$ cat src/rtl/fgs_pkg.sv
package fgs_pkg;
  localparam int unsigned PH_W     = 4;
  localparam int unsigned SEL_W    = 3;
  localparam int unsigned NRANGE   = 6;
  localparam int unsigned AUTO_IDX = 3;

  localparam logic [PH_W-1:0] PH_CLEAR = 4'd0;
  localparam logic [PH_W-1:0] PH_OPEN  = 4'd2;
  localparam logic [PH_W-1:0] PH_CLOSE = 4'd12;
  localparam logic [PH_W-1:0] PH_STORE = 4'd14;

  // Map a gate code to a range index; codes past the last range pick auto.
  function automatic logic [SEL_W-1:0] sel_to_idx(input logic [SEL_W-1:0] sel);
    if (sel >= SEL_W'(NRANGE)) return SEL_W'(AUTO_IDX);
    return sel;
  endfunction
endpackage

$ cat src/rtl/fgs_timebase.sv
module fgs_timebase
  import fgs_pkg::*;
#(
  parameter int unsigned BASE_DIV   = 5000,
  parameter int unsigned STEP_RATIO = 10
) (
  input  logic             clk,
  input  logic             rst_n,
  input  logic             restart,
  input  logic [SEL_W-1:0] sel,
  output logic             tick
);
  localparam int unsigned BW = (BASE_DIV > 1) ? $clog2(BASE_DIV) : 1;
  localparam int unsigned DW = (STEP_RATIO > 1) ? $clog2(STEP_RATIO) : 1;

  logic [NRANGE-1:0] tk;
  logic [BW-1:0]     bcnt;
  logic [SEL_W-1:0]  idx;

  assign tk[0] = (bcnt == BW'(BASE_DIV - 1));

  always_ff @(posedge clk or negedge rst_n) begin
    if (!rst_n)       bcnt <= '0;
    else if (restart) bcnt <= '0;
    else if (tk[0])   bcnt <= '0;
    else              bcnt <= bcnt + 1'b1;
  end

  for (genvar k = 1; k < NRANGE; k++) begin : g_stage
    logic [DW-1:0] dcnt;
    assign tk[k] = tk[k-1] && (dcnt == DW'(STEP_RATIO - 1));
    always_ff @(posedge clk or negedge rst_n) begin
      if (!rst_n)       dcnt <= '0;
      else if (restart) dcnt <= '0;
      else if (tk[k])   dcnt <= '0;
      else if (tk[k-1]) dcnt <= dcnt + 1'b1;
    end
  end

  assign idx  = sel_to_idx(sel);
  assign tick = tk[idx] && !restart;
endmodule

$ cat src/rtl/fgs_phase_seq.sv
module fgs_phase_seq
  import fgs_pkg::*;
(
  input  logic             clk,
  input  logic             rst_n,
  input  logic [SEL_W-1:0] sel_in,
  input  logic             tick,
  output logic             restart,
  output logic [SEL_W-1:0] sel_q,
  output logic [PH_W-1:0]  phase,
  output logic             clear,
  output logic             gate,
  output logic             store
);
  logic            started;
  logic [PH_W-1:0] nxt;

  assign restart = !started || (sel_in != sel_q);
  assign nxt     = phase + 1'b1;

  always_ff @(posedge clk or negedge rst_n) begin
    if (!rst_n) begin
      started <= 1'b0;
      sel_q   <= '0;
      phase   <= PH_CLEAR;
      clear   <= 1'b0;
      gate    <= 1'b0;
      store   <= 1'b0;
    end else if (restart) begin
      started <= 1'b1;
      sel_q   <= sel_in;
      phase   <= PH_CLEAR;
      clear   <= 1'b1;
      gate    <= 1'b0;
      store   <= 1'b0;
    end else if (tick) begin
      phase <= nxt;
      clear <= (nxt == PH_CLEAR);
      store <= (nxt == PH_STORE);
      if (nxt == PH_OPEN)       gate <= 1'b1;
      else if (nxt == PH_CLOSE) gate <= 1'b0;
    end else begin
      clear <= 1'b0;
      store <= 1'b0;
    end
  end

  AST_CLEAR_STORE_EXCL: assert property (@(posedge clk) disable iff (!rst_n)
    !(clear && store));
  AST_GATE_SHUT_AT_STORE: assert property (@(posedge clk) disable iff (!rst_n)
    store |-> !gate);
  AST_STORE_PHASE: assert property (@(posedge clk) disable iff (!rst_n)
    store |-> (phase == PH_STORE));
  AST_GATE_PHASE: assert property (@(posedge clk) disable iff (!rst_n)
    gate |-> (phase >= PH_OPEN && phase < PH_CLOSE));
  AST_STEP_ONE: assert property (@(posedge clk) disable iff (!rst_n)
    (tick && !restart) |=> (phase == $past(phase) + 4'd1));
  AST_RESTART_CLEAR: assert property (@(posedge clk) disable iff (!rst_n)
    restart |=> (clear && !gate && phase == PH_CLEAR));
endmodule

$ cat src/rtl/fgs_event_counter.sv
module fgs_event_counter #(
  parameter int unsigned CNT_W = 32
) (
  input  logic             clk,
  input  logic             rst_n,
  input  logic             sig_in,
  input  logic             clear,
  input  logic             gate,
  output logic [CNT_W-1:0] count,
  output logic             ovf
);
  localparam logic [CNT_W-1:0] CNT_MAX = '1;

  logic s1, s2, s3, rise;

  always_ff @(posedge clk or negedge rst_n) begin
    if (!rst_n) begin
      s1 <= 1'b0;
      s2 <= 1'b0;
      s3 <= 1'b0;
    end else begin
      s1 <= sig_in;
      s2 <= s1;
      s3 <= s2;
    end
  end

  assign rise = s2 && !s3;

  always_ff @(posedge clk or negedge rst_n) begin
    if (!rst_n) begin
      count <= '0;
      ovf   <= 1'b0;
    end else if (clear) begin
      count <= '0;
      ovf   <= 1'b0;
    end else if (gate && rise) begin
      if (count == CNT_MAX) ovf <= 1'b1;
      else                  count <= count + 1'b1;
    end
  end

  AST_IDLE_WHEN_SHUT: assert property (@(posedge clk) disable iff (!rst_n)
    (!gate && !clear) |=> $stable(count));
  AST_SAT_STICKY: assert property (@(posedge clk) disable iff (!rst_n)
    (count == CNT_MAX && !clear) |=> (count == CNT_MAX));
  AST_OVF_ONLY_FULL: assert property (@(posedge clk) disable iff (!rst_n)
    ovf |-> (count == CNT_MAX));
endmodule

$ cat src/rtl/fgs_result_latch.sv
module fgs_result_latch #(
  parameter int unsigned CNT_W = 32
) (
  input  logic             clk,
  input  logic             rst_n,
  input  logic             store,
  input  logic [CNT_W-1:0] count,
  input  logic             ovf,
  output logic [CNT_W-1:0] result,
  output logic             result_ovf
);
  always_ff @(posedge clk or negedge rst_n) begin
    if (!rst_n) begin
      result     <= '0;
      result_ovf <= 1'b0;
    end else if (store) begin
      result     <= count;
      result_ovf <= ovf;
    end
  end

  AST_RESULT_HOLD: assert property (@(posedge clk) disable iff (!rst_n)
    !store |=> ($stable(result) && $stable(result_ovf)));
endmodule

$ cat src/rtl/freq_gate_sequencer.sv
module freq_gate_sequencer
  import fgs_pkg::*;
#(
  parameter int unsigned BASE_DIV   = 5000,
  parameter int unsigned STEP_RATIO = 10,
  parameter int unsigned CNT_W      = 32
) (
  input  logic             clk,
  input  logic             rst_n,
  input  logic [2:0]       gate_sel,
  input  logic             sig_in,
  output logic             clear_o,
  output logic             gate_o,
  output logic             store_o,
  output logic [3:0]       phase_o,
  output logic [CNT_W-1:0] result_o,
  output logic             result_ovf_o
);
  logic             restart, tick, ovf;
  logic [SEL_W-1:0] sel_q;
  logic [CNT_W-1:0] count;

  fgs_phase_seq u_seq (
    .clk, .rst_n, .sel_in(gate_sel), .tick, .restart, .sel_q,
    .phase(phase_o), .clear(clear_o), .gate(gate_o), .store(store_o)
  );

  fgs_timebase #(.BASE_DIV(BASE_DIV), .STEP_RATIO(STEP_RATIO)) u_tb (
    .clk, .rst_n, .restart, .sel(sel_q), .tick
  );

  fgs_event_counter #(.CNT_W(CNT_W)) u_cnt (
    .clk, .rst_n, .sig_in, .clear(clear_o), .gate(gate_o), .count, .ovf
  );

  fgs_result_latch #(.CNT_W(CNT_W)) u_lat (
    .clk, .rst_n, .store(store_o), .count, .ovf,
    .result(result_o), .result_ovf(result_ovf_o)
  );
endmodule

$ cat config.mk
export PLATFORM = sky130hd
export DESIGN_NAME = freq_gate_sequencer
export DESIGN_NICKNAME = d
export VERILOG_FILES = /design/src/rtl/fgs_pkg.sv /design/src/rtl/fgs_timebase.sv /design/src/rtl/fgs_phase_seq.sv /design/src/rtl/fgs_event_counter.sv /design/src/rtl/fgs_result_latch.sv /design/src/rtl/freq_gate_sequencer.sv
export SDC_FILE = /design/constraint.sdc
export NUM_CORES = 1
export LEC_CHECK = 0
export ABC_AREA = 1
export BUFFER_PORTS_ARGS = -buffer_cell sky130_fd_sc_hd__buf_2
export CORE_ASPECT_RATIO = 0.7
export CORE_MARGIN = 3
export CORE_UTILIZATION = 50
export CTS_CLUSTER_SIZE = 14
export DETAILED_ROUTE_END_ITERATION = 6
export GPL_TIMING_DRIVEN = 0
export HOLD_SLACK_MARGIN = 0.12
export PLACE_DENSITY = 0.68
export SYNTH_ARGS = -nofsm -noshare
export SYNTH_HDL_FRONTEND = slang
export SYNTH_SLANG_ARGS = --single-unit
export TNS_END_PERCENT = 50
$ cat constraint.sdc
create_clock -name clk -period 2.16 [get_ports clk]
set_input_delay 0.108 -clock clk [delete_from_list [all_inputs] [get_ports clk]]
set_output_delay 0.108 -clock clk [all_outputs]
set_load 0.02 [all_outputs]
Word-level counts from Yosys, hierarchy flattened
Cells that the tools add are included.
Storage, ports and cells
  flip-flop bits (word level): 113
  logic and storage cells: 104
  output and inout bits: 40
  bits of input ports: 6
Cells by class
  order comparisons: 2
  eq/ne operators: 12
  add/sub/neg operators: 8
  multiplexer cells: 38
  reductions and logical operators: 25
Operators by type and width (number)
  32-bit two-way mux: 3
  4-bit two-way mux: 17
  32-bit by 1-bit adder with 32-bit output (second input constant): 1
  32-bit equality test (second input constant): 1
  4-bit equality test (second input constant): 7
  13-bit two-way mux: 2
  4-bit by 1-bit adder with 4-bit output (second input constant): 6
  3-bit nonzero test: 6
  13-bit by 1-bit adder with 13-bit output (second input constant): 1
  13-bit equality test (second input constant): 1
  1-bit two-way mux: 13
  1-bit logical AND: 8
  3-bit two-way mux: 2
  2-bit AND reduction: 3
  2-bit nonzero test: 3
  4-bit by 2-bit equality test with 1-bit output (second input constant): 1
  4-bit zero test: 1
  3-bit by 4-bit less-than comparator with 1-bit output (second input constant): 1
  1-bit binary-select mux with 3-bit select: 1
  3-bit >= comparator (second input constant): 1
  1-bit zero test: 3
  3-bit inequality test: 1
  2-bit inequality test (second input constant): 1
  1-bit logical OR: 1

Depth between registers and ports, before layout
  depth in word-level cells: 11
  gate-level depth with buffers: 12
  gate-level depth less buffers: 12

By module
A second synthesis with hierarchy kept.
Second synthesis, totals
  cells, all modules: 815
  area total of the unflattened synthesis: 6202.2 um2
By module, submodules not included
  fgs_event_counter: area an instance 2267.2 um2, sequential area each 900.9 um2, cells an instance 338, instances 1
  fgs_timebase: area an instance 1998.2 um2, sequential area each 825.8 um2, cells an instance 256, instances 1
  fgs_result_latch: area an instance 1305.0 um2, sequential area each 825.8 um2, cells an instance 140, instances 1
  fgs_phase_seq: area an instance 631.9 um2, sequential area each 275.3 um2, cells an instance 81, instances 1

Least setup slack after synthesis
OpenSTA, ideal clock, no wires.
  path type: register to register
  from: reg u_cnt.count[0]
  to: reg u_cnt.count[27]
  period minus slack after synthesis: 1.841 ns
  library setup time: 0.130 ns
  arrival time: 1.711 ns
  slack: 0.319 ns
  cell stages (with the launch flop): 13
  data required time: 2.030 ns
  buffers on the path: 2
  cells stage by stage: dfrtp_1 ha_1 nand3_1 nor2_4 nand2_4 nor2_4 nand3_2 nand2_4 nand2_2 buf_6 buf_6 nand4_1 o21ai_1
Between the ends
  longest elaborated chain between the ends: 4
  elaborated cells on any way between the ends: 7
  classes of those cells: add/sub: 1; eq/ne: 2; mux: 3; reduce/logical: 1
Ends and longest elaborated chain
  start: declaration: line fgs_event_counter.sv:9  | output logic [CNT_W-1:0] count,
  start signal: assignment: line fgs_event_counter.sv:39  | else count <= count + 1'b1;
  32-bit by 1-bit adder with 32-bit output: line fgs_event_counter.sv:39
  32-bit two-way mux: line fgs_event_counter.sv:38  | if (count == CNT_MAX) ovf <= 1'b1;
  32-bit two-way mux: line fgs_event_counter.sv:37  | end else if (gate && rise) begin
  32-bit two-way mux: line fgs_event_counter.sv:34  | end else if (clear) begin
Parallel ways exist; a longest one is shown, timed or not. The select of a mux whose other input is x is not followed.
A chain may end at the register's enable or synchronous reset.

Worst setup path after layout
  from: reg u_tb.bcnt[0]
  to: reg u_tb.g_stage[4].dcnt[1]
Between the ends
  longest elaborated chain between the ends: 7
  elaborated cells on any way between the ends: 8
  classes of those cells: eq/ne: 1; mux: 2; reduce/logical: 5
Ends and longest elaborated chain
  start: declaration: line fgs_timebase.sv:17  | logic [BW-1:0] bcnt;
  start signal: assignment: line fgs_timebase.sv:26  | else bcnt <= bcnt + 1'b1;
  13-bit equality test (*): line fgs_timebase.sv:20  | assign tk[0] = (bcnt == BW'(BASE_DIV - 1));
  1-bit logical AND (*) (3 in a row): line fgs_timebase.sv:31  | assign tk[k] = tk[k-1] && (dcnt == DW'(STEP_RATIO - 1));
  1-bit logical AND: line fgs_timebase.sv:31
  4-bit two-way mux: line fgs_timebase.sv:35  | else if (tk[k]) dcnt <= '0;
  4-bit two-way mux: line fgs_timebase.sv:34  | else if (restart) dcnt <= '0;
  end signal: assignment: line fgs_timebase.sv:36  | else if (tk[k-1]) dcnt <= dcnt + 1'b1;
  end: declaration: line fgs_timebase.sv:30  | logic [DW-1:0] dcnt;
Mark *: on every way between the ends. The rest lies on a longest branch, timed or not.

==> metrics.cfg <==
[run_status]
status = completed

[cts]
cts.sinks = 113
h-tree-depth = 4
cts_buffers = 17
cts_root_buffer = clkbuf_16
clk_path_buf_depth = 2
clk_latency_ns = 0.41
clk_pin_slew_ns = 0.06
cts_tree = built

[route]
vias_per_cell = 5.336
wl_per_cell_um = 15.38
initialDrtViolationCount = 458
first_pass_iters = 5
antenna_left = 0
wl_um = 14520
drc = 0
vias = 5037

[setup_path]
critPathKind = reg2reg
r2r_slack_ns = 0.1
startpoint_type = flip-flop
cp_data_required_time_ns = 2.46
arrival_ns = 2.36
r2r_cells = 12
path_max_fanout = 7
r2r_end = u_tb.g_stage[4].dcnt[1]
end_kind = flip-flop
r2r_start = u_tb.bcnt[0]

[sta]
hold_violations = 0
setup_viol = 0
rsz0062_at_grt = yes
fin_ws_ns = 0.09567
max_freq_ghz = 0.4844
post-route-min-period_ns = 2.064
tightest_slew_ns = 0.7485
slew_headroom_pct = 50.10
fin_setup_tns_ns = 0
worst_clock_skew_ns = 0.009660
min_period_over_period_pct = 95.57
drv_slew = 0

[yosys]
yosys.area.top_type = dfrtp_1
synth_top_area_share_pct = 48.82
netlist_area_mm2 = 0.005792
yosysWarningCount = 0
ys_ff_latch = 113
seq_area_frac_synth_pct = 48.82
synth_cells = 700
synth_fp_nets = 720
synth.area.top_cells = dfrtp_1 (49%), nand2_1 (8.6%), nor2_1 (6.8%), inv_1 (5.0%), nand3_1 (3.9%)
avgSynthCellArea_um2 = 8.274
synth_cell_type_count = 40

[grt]
gr-total-overflow = 0
grt_pass1_vias = 4689
grt_pass1_wl_um = 23720
grt_usage_pct = 23.73
antenna_found_initial = 0
grt_start_max_net_pins = 58

[final_layout]
synthToLayoutAreaGrowth_pct = 20.87
fin_nets = 798
drive_above_1_share_pct = 17.19
fillerInstances = 936
antenna_cells = 0

[placement]
hpwlAfterDp_um = 10490
dp_slack_ns = -0.1182
io_buffers = 45
gp_congestion = 0.9147

[floorplan]
die-area_mm2 = 0.01293
start_util_pct = 51.85
die_y_um = 96.05
die_x_um = 134.6
fp-row-count = 32
io_pins = 46
core-area_mm2 = 0.01117

[pwr]
p_leak_uw = 0.003214
max-vdd-ir-drop_mv = 0.5798
power_density_mw_per_mm2 = 743.8

[min_path]
hp-class = in2async

[run]
drv_cap = 0

==> logic make-up (layout without fill, tap and decap cells) <==
| kind of cell | count (synthesis) | in the layout | synth area share, % |
|---|---|---|---|
| simple gates | 348 | 348 | 26.66 |
| flops | 113 | 113 | 48.82 |
| buf+inv | 99 | 190 | 7.021 |
| compound gates | 93 | 93 | 9.225 |
| xor+xnor | 24 | 24 | 3.629 |
| fa+ha+maj | 14 | 14 | 3.024 |
| mux | 8 | 8 | 1.555 |
| other cells | 1 | 1 | 0.06475 |
==> cells in the final DEF (no fill, tap or decap), types with 17 or more instances in the layout <==
cell type  netlist  routed
a21oi_1         35      35
nor3_1          23      22
clkbuf_16        0      17
nor2_1         105     103
xor2_1          20      20
inv_1           77      77
nand3_1         45      44
dfrtp_1        113     112
o21ai_0         25      23
nand4_1         23      23
nand2_1        132     131
buf_2            3      47
==> synthesized netlist by cell type <==
cell	count
a211oi_1	1
a21o_1	1
a21oi_1	35
a221oi_1	1
a31oi_1	1
and3_1	1
buf_1	2
buf_2	3
buf_6	4
clkbuf_1	10
clkinv_1	1
clkinv_2	1
conb_1	1
dfrtp_1	113
ha_1	14
inv_1	77
inv_2	1
mux2_2	8
nand2_1	132
nand2_2	4
nand2_4	2
nand3_1	45
nand3_2	2
nand3b_1	3
nand4_1	23
nand4_2	1
nor2_1	105
nor2_4	3
nor3_1	23
nor3b_1	2
nor4_1	1
o21a_1	1
o21ai_0	25
o21ai_1	9
o21ai_2	12
o22ai_1	5
o31ai_1	2
or2_2	1
xnor2_1	4
xor2_1	20
==> layer usage <==
layer	track usage (%)	vias up	wire (µm)
li1	-	2451	-
met1	35.09	2379	7216
met2	32.36	181	5852
met3	8.098	26	1228
met4	7.966	0	221
met5	0	-	0
==> what timing repair did <==
item / CTS / global route
hold buffers: 5 / 0
pin swaps: 1 / 1
setup endpoints to repair: 28 / 36
resized for setup: 2 / 10
buffers inserted: 1 / 7
endpoints found under the hold margin: 60 / 0
==> worst max-delay path by stage <==
stage          cells past startpoint  slack [ns]            from                      end
3_3_place_gp                       1       -0.35           rst_n         u_lat.result[25]
3_5_place_dp                      12       -0.12  u_cnt.count[0]          u_cnt.count[30]
2_1_floorplan                     12        0.32  u_cnt.count[0]          u_cnt.count[27]
4_1_cts                           12        0.03  u_cnt.count[0]          u_cnt.count[30]
6_report                          12         0.1    u_tb.bcnt[0]  u_tb.g_stage[4].dcnt[1]
5_1_grt                           12       -0.11    u_tb.bcnt[0]  u_tb.g_stage[5].dcnt[3]
==> through the flow <==
| step | hold WS [ns] | util, % | power (µW) | cells | instance area (µm²) |
|---|---|---|---|---|---|
| floorplan | -0.1876 | - | 2222 | 700 | 5792 |
| global placement | 0.2173 | 55.58 | 2289 | 898 | 6208 |
| detailed placement | 0.2185 | 55.85 | 2299 | 899 | 6238 |
| CTS | 0.3314 | 61.96 | 5239 | 937 | 6922 |
| global route | 0.3326 | 62.67 | 5366 | 944 | 7000 |
| finish | 0.3052 | 62.67 | 5207 | 944 | 7000 |
==> area by class of cell <==
type                       count  area [µm²]  area share, %
buffer                        19       106.4          1.519
clock buffer                  18       429.2          6.130
clock inverter                14       190.2          2.717
inverter                      80       301.5          4.307
multi-input combinational    488        2587          36.96
sequential                   113        2829          40.41
tap                          153       191.4          2.735
timing repair buffer          59       365.4          5.219
==> sequential cells by signal, summed over array words and instances (netlist names), 3 cells and up <==
register,cells
u_tb.bcnt,13
u_lat.result,32
u_seq.phase,4
u_seq.sel_q,3
u_tb.g_stage.dcnt,20
u_cnt.count,32
==> where the power goes <==
part | total [µW] | internal (µW) | switching (µW)
Combinational | 138 | 37.5 | 101
Clock | 2930 | 1920 | 1010
Sequential | 2140 | 2130 | 7.29
Total | 5210 | 4090 | 1120
==> worst max-delay path, stage by stage, from the launching register on <==
cell,delay (ns)
dfrtp_1,0.38
ha_2,0.21
nand2_1,0.12
inv_1,0.11
nand2_1,0.08
nor2_2,0.13
nand4_2,0.16
nor2_4,0.26
nand2_1,0.14
nand2_2,0.12
inv_1,0.10
nand3b_1,0.10
nand2_1,0.05
Note: power is estimated with default switching activity, not from simulation.
